<file path="src/rtl/hport_pkg.sv">
package hport_pkg;

   // Bit positions that software masks depend on
   localparam int CONN_STS_B = 0;
   localparam int EN_B       = 2;
   localparam int OVC_STS_B  = 4;
   localparam int RESUME_B   = 6;
   localparam int SUSPEND_B  = 7;
   localparam int BUSRST_B   = 8;
   localparam int LINE_LSB   = 10;

   // Change flag sources, in order of their flag bits 1, 3, 5
   localparam int NUM_CHG = 3;
   localparam int IX_CONN = 0;
   localparam int IX_EN   = 1;
   localparam int IX_OVC  = 2;

   localparam logic [7:0] W1C_MASK = 8'h2E;

   typedef struct packed {
      logic pwr;
      logic busrst;
      logic susp;
      logic res;
   } port_ctl_t;

   function automatic int chg_bit(input int idx);
      return 2 * idx + 1;
   endfunction

endpackage

</file>
<file path="src/rtl/hport_chg_flag.sv">
module hport_chg_flag (
   input  logic clk_i,
   input  logic rst_ni,
   input  logic set_i,
   input  logic clr_i,
   output logic flag_o
);

   always_ff @(posedge clk_i or negedge rst_ni) begin
      if (!rst_ni)
         flag_o <= 1'b0;
      else if (set_i)
         flag_o <= 1'b1;
      else if (clr_i)
         flag_o <= 1'b0;
   end


   set_wins_chk: assert property (@(posedge clk_i) disable iff (!rst_ni)
      set_i |=> flag_o);


   w1c_hold_chk: assert property (@(posedge clk_i) disable iff (!rst_ni)
      (flag_o && !clr_i) |=> flag_o);


   no_spurious_chk: assert property (@(posedge clk_i) disable iff (!rst_ni)
      (!flag_o && !set_i) |=> !flag_o);

endmodule

</file>
<file path="src/rtl/hport_en_ctl.sv">
module hport_en_ctl (
   input  logic clk_i,
   input  logic rst_ni,
   input  logic conn_now_i,
   input  logic conn_seen_i,
   input  logic ovc_now_i,
   input  logic grant_i,
   input  logic sw_clr_i,
   output logic en_o,
   output logic drop_o
);

   logic lost;

   assign lost   = !conn_now_i || ovc_now_i;
   assign drop_o = en_o && lost;

   always_ff @(posedge clk_i or negedge rst_ni) begin
      if (!rst_ni)
         en_o <= 1'b0;
      else if (lost)
         en_o <= 1'b0;
      else if (sw_clr_i)
         en_o <= 1'b0;
      else if (grant_i && conn_seen_i)
         en_o <= 1'b1;
   end


   no_sw_set_chk: assert property (@(posedge clk_i) disable iff (!rst_ni)
      (!en_o && !grant_i) |=> !en_o);


   sw_clr_chk: assert property (@(posedge clk_i) disable iff (!rst_ni)
      (en_o && sw_clr_i) |=> !en_o);


   auto_clr_chk: assert property (@(posedge clk_i) disable iff (!rst_ni)
      (!conn_now_i || ovc_now_i) |=> !en_o);

endmodule

</file>
<file path="src/rtl/hport_ctl_fields.sv">
module hport_ctl_fields
   import hport_pkg::*;
#(
   parameter int TEST_W   = 4,
   parameter bit HAS_TEST = 1'b1
) (
   input  logic              clk_i,
   input  logic              rst_ni,
   input  logic              wr_en_i,
   input  port_ctl_t         ctl_d_i,
   input  logic [TEST_W-1:0] test_d_i,
   output port_ctl_t         ctl_o,
   output logic [TEST_W-1:0] test_o
);

   always_ff @(posedge clk_i or negedge rst_ni) begin
      if (!rst_ni)
         ctl_o <= '0;
      else if (wr_en_i)
         ctl_o <= ctl_d_i;
   end

   if (HAS_TEST) begin : g_test
      always_ff @(posedge clk_i or negedge rst_ni) begin
         if (!rst_ni)
            test_o <= '0;
         else if (wr_en_i)
            test_o <= test_d_i;
      end
   end else begin : g_no_test
      logic unused_test;
      assign unused_test = ^test_d_i;
      assign test_o      = '0;
   end


   ctl_hold_chk: assert property (@(posedge clk_i) disable iff (!rst_ni)
      !wr_en_i |=> ($stable(ctl_o) && $stable(test_o)));

endmodule

</file>
<file path="src/rtl/hport_port_reg.sv">
module hport_port_reg
   import hport_pkg::*;
#(
   parameter int DATA_W   = 32,
   parameter int LINE_W   = 2,
   parameter int TEST_W   = 4,
   parameter int SPD_W    = 2,
   parameter bit HAS_TEST = 1'b1
) (
   input  logic              clk_i,
   input  logic              rst_ni,
   input  logic              wr_en_i,
   input  logic [DATA_W-1:0] wr_data_i,
   output logic [DATA_W-1:0] rd_data_o,
   input  logic              conn_i,
   input  logic              ovc_i,
   input  logic              en_grant_i,
   input  logic [LINE_W-1:0] line_i,
   input  logic [SPD_W-1:0]  speed_i,
   output logic              port_pwr_o,
   output logic              port_rst_o,
   output logic              port_susp_o,
   output logic              port_res_o,
   output logic [TEST_W-1:0] port_test_o,
   output logic              port_en_o,
   output logic              port_irq_o
);

   localparam int PWR_B    = LINE_LSB + LINE_W;
   localparam int TEST_LSB = PWR_B + 1;
   localparam int SPD_LSB  = TEST_LSB + TEST_W;
   localparam int USED_W   = SPD_LSB + SPD_W;

   if (LINE_W < 1 || LINE_W > 4) begin : g_bad_line
      $error("hport_port_reg: LINE_W out of range");
   end
   if (TEST_W < 1 || TEST_W > 8) begin : g_bad_test
      $error("hport_port_reg: TEST_W out of range");
   end
   if (SPD_W < 1 || SPD_W > 4) begin : g_bad_spd
      $error("hport_port_reg: SPD_W out of range");
   end
   if (DATA_W < USED_W) begin : g_bad_data
      $error("hport_port_reg: DATA_W too narrow for the field layout");
   end

   // Sampled sideband state
   logic              conn_q, ovc_q;
   logic [LINE_W-1:0] line_q;
   logic [SPD_W-1:0]  spd_q;

   always_ff @(posedge clk_i or negedge rst_ni) begin
      if (!rst_ni) begin
         conn_q <= 1'b0;
         ovc_q  <= 1'b0;
         line_q <= '0;
         spd_q  <= '0;
      end else begin
         conn_q <= conn_i;
         ovc_q  <= ovc_i;
         line_q <= line_i;
         spd_q  <= speed_i;
      end
   end

   // Port enable
   logic en_q, en_drop;

   hport_en_ctl u_en (
      .clk_i       (clk_i),
      .rst_ni      (rst_ni),
      .conn_now_i  (conn_i),
      .conn_seen_i (conn_q),
      .ovc_now_i   (ovc_i),
      .grant_i     (en_grant_i),
      .sw_clr_i    (wr_en_i && wr_data_i[EN_B]),
      .en_o        (en_q),
      .drop_o      (en_drop)
   );

   // Change flags
   logic [NUM_CHG-1:0] chg_set, chg_q;

   assign chg_set[IX_CONN] = conn_i ^ conn_q;
   assign chg_set[IX_EN]   = en_drop;
   assign chg_set[IX_OVC]  = ovc_i ^ ovc_q;

   for (genvar g = 0; g < NUM_CHG; g++) begin : g_chg
      hport_chg_flag u_flag (
         .clk_i  (clk_i),
         .rst_ni (rst_ni),
         .set_i  (chg_set[g]),
         .clr_i  (wr_en_i && wr_data_i[chg_bit(g)]),
         .flag_o (chg_q[g])
      );
   end

   // Control fields
   port_ctl_t ctl_d, ctl_q;

   always_comb begin
      ctl_d.pwr    = wr_data_i[PWR_B];
      ctl_d.busrst = wr_data_i[BUSRST_B];
      ctl_d.susp   = wr_data_i[SUSPEND_B];
      ctl_d.res    = wr_data_i[RESUME_B];
   end

   hport_ctl_fields #(
      .TEST_W   (TEST_W),
      .HAS_TEST (HAS_TEST)
   ) u_ctl (
      .clk_i    (clk_i),
      .rst_ni   (rst_ni),
      .wr_en_i  (wr_en_i),
      .ctl_d_i  (ctl_d),
      .test_d_i (wr_data_i[TEST_LSB +: TEST_W]),
      .ctl_o    (ctl_q),
      .test_o   (port_test_o)
   );

   logic unused_wr;
   assign unused_wr = ^{wr_data_i[CONN_STS_B], wr_data_i[OVC_STS_B], wr_data_i[9],
                        wr_data_i[LINE_LSB +: LINE_W], wr_data_i[DATA_W-1:SPD_LSB]};

   // Registered interrupt
   always_ff @(posedge clk_i or negedge rst_ni) begin
      if (!rst_ni)
         port_irq_o <= 1'b0;
      else
         port_irq_o <= |chg_q;
   end

   // Read assembly
   always_comb begin
      rd_data_o                       = '0;
      rd_data_o[CONN_STS_B]           = conn_q;
      rd_data_o[EN_B]                 = en_q;
      rd_data_o[OVC_STS_B]            = ovc_q;
      rd_data_o[RESUME_B]             = ctl_q.res;
      rd_data_o[SUSPEND_B]            = ctl_q.susp;
      rd_data_o[BUSRST_B]             = ctl_q.busrst;
      rd_data_o[LINE_LSB +: LINE_W]   = line_q;
      rd_data_o[PWR_B]                = ctl_q.pwr;
      rd_data_o[TEST_LSB +: TEST_W]   = port_test_o;
      rd_data_o[SPD_LSB +: SPD_W]     = spd_q;
      for (int i = 0; i < NUM_CHG; i++)
         rd_data_o[chg_bit(i)] = chg_q[i];
   end

   assign port_pwr_o  = ctl_q.pwr;
   assign port_rst_o  = ctl_q.busrst;
   assign port_susp_o = ctl_q.susp;
   assign port_res_o  = ctl_q.res;
   assign port_en_o   = en_q;


   irq_rise_chk: assert property (@(posedge clk_i) disable iff (!rst_ni)
      $rose(port_irq_o) |-> $past(chg_q != '0));


   irq_fall_chk: assert property (@(posedge clk_i) disable iff (!rst_ni)
      $fell(port_irq_o) |-> $past(chg_q == '0));


   drop_flag_chk: assert property (@(posedge clk_i) disable iff (!rst_ni)
      (port_en_o && ovc_i) |=> chg_q[IX_EN]);

endmodule

</file>
<file path="config.mk">
export PLATFORM = sky130hd
export DESIGN_NAME = hport_port_reg
export DESIGN_NICKNAME = d
export VERILOG_FILES = /design/src/rtl/hport_pkg.sv /design/src/rtl/hport_chg_flag.sv /design/src/rtl/hport_en_ctl.sv /design/src/rtl/hport_ctl_fields.sv /design/src/rtl/hport_port_reg.sv
export SDC_FILE = /design/constraint.sdc
export NUM_CORES = 1
export LEC_CHECK = 0
export BUFFER_PORTS_ARGS = -buffer_cell sky130_fd_sc_hd__buf_2
export CAP_MARGIN = 20
export CORE_MARGIN = 5
export CORE_UTILIZATION = 36
export DETAILED_ROUTE_END_ITERATION = 8
export PLACE_DENSITY = 0.85
export SYNTH_ARGS = -nofsm -noshare
export SYNTH_HDL_FRONTEND = slang
export SYNTH_SLANG_ARGS = --single-unit
</file>
<file path="constraint.sdc">
create_clock -name clk_i -period 0.9 [get_ports clk_i]
set_input_delay 0.18 -clock clk_i [delete_from_list [all_inputs] [get_ports clk_i]]
set_output_delay 0.18 -clock clk_i [all_outputs]
set_load 0.005 [all_outputs]
</file>
**Word-level counts from Yosys, hierarchy flattened**

Cells that the tools add are included.

- Multipliers: 0
- Div/mod/pow operators: 0
- Reductions and logical operators: 13
- Mux-type cells: 9
- $lt $le $gt $ge: 0
- Shift-type cells: 0
- Bitwise operators: 2
- $add $sub $neg: 0
- Eq/ne operators: 0

Operators with widths:

| kind | count |
|---|---|
| two-way mux 1 bit | 9 |
| logical AND 1 bit | 6 |
| nonzero test 2 bit | 3 |
| nonzero test 3 bit | 1 |
| OR reduction 3 bit | 1 |
| bitwise XOR 1 bit | 2 |
| zero test 1 bit | 1 |
| logical OR 1 bit | 1 |

- Memories kept: 0
- Latch bits: 0
- Bits of input ports: 42
- Bits in writable memories: 0
- Output and inout port bits: 42
- Bits in registers: 19
- Bits in read-only memories: 0
- Logic and storage cells: 38

**Depth between registers and ports, before layout**

Gate-level depths: netlist of run 1.

- Depth in word-level cells: 4
- Depth in mapped cells: 3
- Gate-level depth less buffers: 2

**By module**

Synthesis of run 1 repeated with hierarchy kept, for this count alone.

- Cells, all modules: 71
- Area, all modules: 918.4 µm²

By module, submodules not included:

| module | cells an instance | sequential area each (µm²) | times used | area each (µm²) |
|---|---|---|---|---|
| hport_port_reg | 40 | 175.2 | 1 | 415.4 |
| hport_ctl_fields | 17 | 200.2 | 1 | 331.6 |
| hport_chg_flag | 3 | 25.0 | 3 | 36.3 |
| hport_en_ctl | 5 | 25.0 | 1 | 62.6 |

**Least setup slack after synthesis of run 1**

Ideal clock, no wire load.

- Path type: reg2reg
- From: reg g_chg[1].u_flag.flag_o
- To: reg port_irq_o
- Setup slack: 59 ps
- Library setup time: 131 ps
- Buffers on the path: 0
- Required time: 769 ps
- Data arrival time: 709 ps
- Clock period less this slack: 841 ps
- Stages on the path, launching flop included: 2
- Cells stage by stage: dfrtp_1 -> or3_1

- Cells in the longest elaborated chain, start to end: 1

Ends and longest elaborated chain:

| what | line | text |
|---|---|---|
| from (decl) | hport_chg_flag.sv:6 | `output logic flag_o` |
| from (signal assigned) | hport_chg_flag.sv:11 | `flag_o <= 1'b0;` |
| from (signal assigned) | hport_chg_flag.sv:13 | `flag_o <= 1'b1;` |
| from (signal assigned) | hport_chg_flag.sv:15 | `flag_o <= 1'b0;` |
| OR reduction 3 bit | hport_port_reg.sv:130 | `port_irq_o <= \|chg_q;` |
| to (signal assigned) | hport_port_reg.sv:130 |  |
| to (decl) | hport_port_reg.sv:26 | `output logic port_irq_o` |

Every way passes these cells.
A chain may end at the register's enable or synchronous reset.

**Worst setup path in the final report of run 1**

- From: reg u_ctl.ctl_o[0] (netlist bit)
- To: out port_res_o

RTL lines:

| what | line | text |
|---|---|---|
| from (decl) | hport_ctl_fields.sv:12 | `output port_ctl_t ctl_o,` |
| from (signal assigned) | hport_ctl_fields.sv:20 | `ctl_o <= ctl_d_i;` |
| to (decl) | hport_port_reg.sv:23 | `output logic port_res_o,` |

No word-level cell between the ends.

==> impl_metrics.tcl, run 1 <==
set metrics [dict create \
    synth_top_area_frac 0.534 \
    synthTopCellsByArea "dfrtp_1, buf_4, mux2_4" \
    drive_gt1_frac 0.588 \
    viasPerCell 4.10 \
    max_stage_delay_ns 0.41 \
    synthDistinctLibCells 14 \
    syn_avg_cell_area_um2 12.9 \
    layout_setup_ws_ns -0.103 \
    cts_sinks 19 \
    yosysWarnings 0 \
    io_buffers 49 \
    ant_nets 0 \
    crit_path_max_fanout 3 \
    cellPowerDensity_nw_per_um2 1470 \
    grt_pass1_vias 612 \
    comb_power_share 0.214 \
    hold_start "ovc_i" \
    crit_type "reg -> out" \
    grt_pass1_wl_um 2550 \
    crit_start "u_ctl.ctl_o[0]" \
    start_util 0.366 \
    clk_pin_slew_ns 0.09 \
    htree_levels 1 \
    hold_violations 0 \
    numCtsBuffers 3 \
    internal_power_mw 1.31 \
    dieArea_um2 3570 \
    crit_path_top_delay_cell "dfrtp_1" \
    yosys.area.top_type "dfrtp_1" \
    cp-start-kind "register" \
    ir_worst_vdd_mv 0.634 \
    final_cell_mix "buf_2, dfrtp_1, conb_1, mux2_4, buf_4" \
    failed_checks "negative setup slack" \
    p_leak_nw 0.629 \
    crit_chain "buf_2" \
    drt-initial-drc-count 15 \
    seq_power_share 0.560 \
    crit_buf_inv 1 \
    clock_skew_ns 0.00326 \
    area_growth_pct 30.5 \
    synth-seq-cells 19 \
    grt_antenna_before_repair 0 \
    die_width_um 59.7 \
    cts_tree "yes" \
    reg2reg_from "g_chg[2].u_flag.flag_o" \
    run_status "complete, but fails checks" \
    layout_commonest_cell "buf_2" \
    timing.hold.ws_ns 0.0347 \
    rsz0062_at_grt "yes" \
    timing.final.crit_share 1.11 \
    cp_top_family "flip-flops" \
    fp.dieH_um 59.7 \
    hpwlAfterDp_um 1430 \
    route.detailed.drc 0 \
    clockPowerShare 0.227 \
    cts_root_buffer "clkbuf_4" \
    maxSlewViolCount 0 \
    drt-wirelength-per-cell_um 12.1 \
    fin_nets 162 \
    p_total_mw 1.71 \
    hp-class "in -> reg" \
    wl_um 1810 \
    required_ns 0.72 \
    netlist_instances 69 \
    fin_crit_ns 1.00 \
    grt_overflow 0 \
    setup_viol 31 \
    grt_start_max_net_pins 20 \
    gp_congestion 0.699 \
    max_cap_viol_count 0 \
    core_um2 2430 \
    first_pass_iters 4 \
    clk_latency_ns 0.28 \
    pin_count 84 \
    antenna_cells 0 \
    post-place-ws_ns 0.0156 \
    p_sw_frac 0.236 \
    max_freq_mhz 997 \
    cp.arrival_ns 0.82 \
    syn_area_um2 891 \
    netSwitchingPower_mw 0.404 \
    num_vias 611 \
    cts_buffer_depth 2 \
    track_usage 0.0965 \
    end_kind "primary output" \
    synth.yosys.seq_area_share 0.534 \
    row_count 18 \
]
## cell usage after synthesis (all sizes together)
cell,instances
a211oi,1
a21o,2
a21oi,1
a22o,1
buf,29
conb,1
dfrtp,19
mux2,8
nand2,3
nand2b,1
or3,1
xor2,2
## path summary, 6_finish.rpt
check                                  end  slack, ns  depth (start not counted)
max                             port_res_o      -0.10                          1
min                                  ovc_q       0.03                          1
max reg2reg                     port_irq_o      -0.09                          2
min reg2reg                u_ctl.test_o[0]       0.53                          1
max in group asynchronous  u_ctl.test_o[2]       0.26                          2
min in group asynchronous  u_ctl.test_o[0]       0.36                          2
## cell families after synthesis
group                  Yosys count  synth area share
AND/OR/NAND/NOR                  5            0.0267
flip-flops                      19             0.534
buffers and inverters           29             0.249
AO/OA/AOI/OAI                    5            0.0407
other                            1           0.00421
multiplexers                     8             0.126
XOR/XNOR                         2            0.0197
## state kept, by name, indices dropped and copies added (netlist names)
signal               count
conn_q                   1
g_chg.u_flag.flag_o      3
line_q                   2
ovc_q                    1
port_irq_o               1
spd_q                    2
u_ctl.ctl_o              4
u_ctl.test_o             4
u_en.en_o                1
## routing by layer
layer,track usage,share of wire,vias up
li1,-,-,283
met1,0.0961,0.36,285
met2,0.188,0.53,43
met3,0.0281,0.12,0
met4,0.0285,0,0
met5,0,0,-
## what timing repair did
action	4_1_cts	5_1_grt
endpoints found under the setup margin	28	32
hold buffers	5	0
buffers inserted	5	3
pin swaps	0	2
hold endpoints to repair	23	0
gates resized for setup	0	3
## stage by stage
stage                      util  instances  cell area, um^2  setup TNS [ns]
after global routing      0.478        149             1160           -3.90
after detailed placement  0.420        133             1020               0
after floorplan               -         82              940               0
after CTS                 0.467        147             1130           -2.73
final                     0.478        149             1160           -2.34
after global placement    0.420        133             1020               0
## power by group through the flow
stage	Clock [mW]	Sequential, mW	Combinational [mW]
detailed placement	0	0.978	0.306
finish	0.388	0.958	0.365
global route	0.458	0.968	0.401
global placement	0	0.973	0.298
CTS	0.413	0.958	0.351
floorplan	0	0.980	0.231
## cell type report
class	count	area (um^2)
multi-input cells	34	251
fillers	231	1270
clock buffers	4	26.3
repair buffers	62	372
well taps	30	37.5
flip-flops and latches	19	475
No activity file was read; power rests on OpenSTA's default activity.
==> run 2, diff against run 1 <==
Settings changed: CORE_UTILIZATION 36 to 37, CTS_BUF_LIST set to sky130_fd_sc_hd__clkbuf_8, PLACE_DENSITY 0.85 to 0.87.
==> run 2 against run 1 <==
Register-to-register slack better by 0.08 ns. The flow still finishes with violations (negative setup slack). Power rose by 9.4%. Largest power group unchanged. Critical path type unchanged. Count of clock-buffer cells in the layout shrank 1.
==> impl_metrics.tcl, run 2 (synthesized netlist as in run 1, its figures left out) <==
set metrics [dict create \
    io_buffers 49 \
    ir_worst_vdd_mv 0.865 \
    viasPerCell 4.10 \
    fin_nets 159 \
    grt_pass1_wl_um 2670 \
    track_usage 0.105 \
    clk_latency_ns 0.25 \
    rsz0062_at_grt "yes" \
    layout_commonest_cell "buf_2" \
    drt-wirelength-per-cell_um 13.2 \
    fin_crit_ns 0.961 \
    hp-class "in -> reg" \
    max_cap_viol_count 0 \
    grt_start_max_net_pins 20 \
    grt_antenna_before_repair 0 \
    first_pass_iters 3 \
    cts_root_buffer "clkbuf_8" \
    required_ns 0.72 \
    end_kind "primary output" \
    gp_congestion 0.670 \
    grt_overflow 0 \
    final_cell_mix "buf_2, dfrtp_1, conb_1, mux2_4, buf_4" \
    pin_count 84 \
    cp_top_family "flip-flops" \
    num_vias 590 \
    area_growth_pct 28.9 \
    grt_pass1_vias 590 \
    wl_um 1910 \
    fin_cells 144 \
    drive_gt1_frac 0.603 \
    maxSlewViolCount 0 \
    reg2reg_from "conn_q" \
    hold_start "speed_i[0]" \
    cts_sinks 19 \
    run_status "complete, but fails checks" \
    clock_skew_ns 0.00148 \
    cp.arrival_ns 0.78 \
    worstReg2RegEnd "g_chg[0].u_flag.flag_o" \
    p_leak_nw 0.630 \
    crit_chain "buf_2" \
    reg2reg_slack_ns -0.01 \
    die_width_um 59.1 \
    numCtsBuffers 3 \
    cp-start-kind "register" \
    clk_pin_slew_ns 0.07 \
    crit_buf_inv 1 \
    fin_setup_tns_ns -1.16 \
    core_um2 2250 \
    ant_nets 0 \
    r2r.worst_path.cells 3 \
    dieArea_um2 3490 \
    antenna_cells 0 \
    route.detailed.drc 0 \
    start_util 0.395 \
    timing.final.crit_share 1.07 \
    max_stage_delay_ns 0.40 \
    crit_type "reg -> out" \
    htree_levels 1 \
    failed_checks "negative setup slack" \
    dp_cells 132 \
    max_freq_mhz 1040 \
    holdPathEnd "spd_q[0]" \
    top_regs "u_ctl.ctl_o: 4 flops, u_ctl.test_o: 4 flops, g_chg.u_flag.flag_o: 3 flops" \
    cellPowerDensity_nw_per_um2 1630 \
    cts_tree "yes" \
    crit_path_max_fanout 3 \
    crit_path_top_delay_cell "dfrtp_1" \
    setup_viol 29 \
    holdPathStages 1 \
    hold_violations 0 \
    layout_setup_ws_ns -0.0613 \
    fp.dieH_um 59.1 \
    cts_buffer_depth 2 \
    drt-initial-drc-count 12 \
    row_count 17 \
]
-- run 2: per-layer routing --
layer	vias up	GRT usage	wire length, um
met5	-	0	0
met4	0	0.0485	18
met3	2	0.0349	274
met2	43	0.183	917
met1	273	0.115	696
li1	272	-	-
-- run 2: final cells by class --
cell class	instances	area [um^2]
clock buffers	3	41.3
clock inverters	1	3.75
fillers	210	1110
multi-input cells	34	250
flip-flops and latches	19	475
well taps	28	35.0
repair buffers	59	343
-- run 2: worst max path at each step --
stage	end	slack, ns	cells after the start	start
floorplan	port_irq_o	0.06	1	g_chg[1].u_flag.flag_o
global placement	u_ctl.ctl_o[3]	0.03	3	wr_en_i
detailed placement	u_ctl.test_o[0]	0.02	3	wr_en_i
CTS	rd_data_o[1]	-0.07	1	g_chg[0].u_flag.flag_o
global route	rd_data_o[6]	-0.09	1	u_ctl.ctl_o[0]
finish	port_test_o[0]	-0.06	1	u_ctl.test_o[0]
-- run 2: stage by stage --
step / setup slack (ns) / utilization / total power [mW] / hold WS [ns] / instance area (um^2)
3_3_place_gp: 0.0325 / 0.455 / 1.28 / 0.127 / 1030
2_1_floorplan: 0.0595 / - / 1.21 / -0.116 / 940
6_report: -0.0613 / 0.509 / 1.87 / 0.0351 / 1150
4_1_cts: -0.0709 / 0.493 / 1.88 / 0.0288 / 1110
5_1_grt: -0.0912 / 0.509 / 1.97 / 0.0303 / 1150
3_5_place_dp: 0.0180 / 0.455 / 1.29 / 0.137 / 1030
-- run 2: what timing repair did --
item | 4_1_cts | 5_1_grt
setup buffers | 5 | 3
resized for setup | 0 | 3
hold buffers | 1 | 0
pin swaps | 0 | 1
hold endpoints to repair | 19 | 0
endpoints found under the setup margin | 28 | 33
-- run 2: report_power, final --
part | total (mW) | switching, mW | internal (mW)
logic | 0.356 | 0.145 | 0.211
registers | 0.960 | 0.0399 | 0.920
clock network | 0.557 | 0.255 | 0.302
total | 1.87 | 0.440 | 1.43
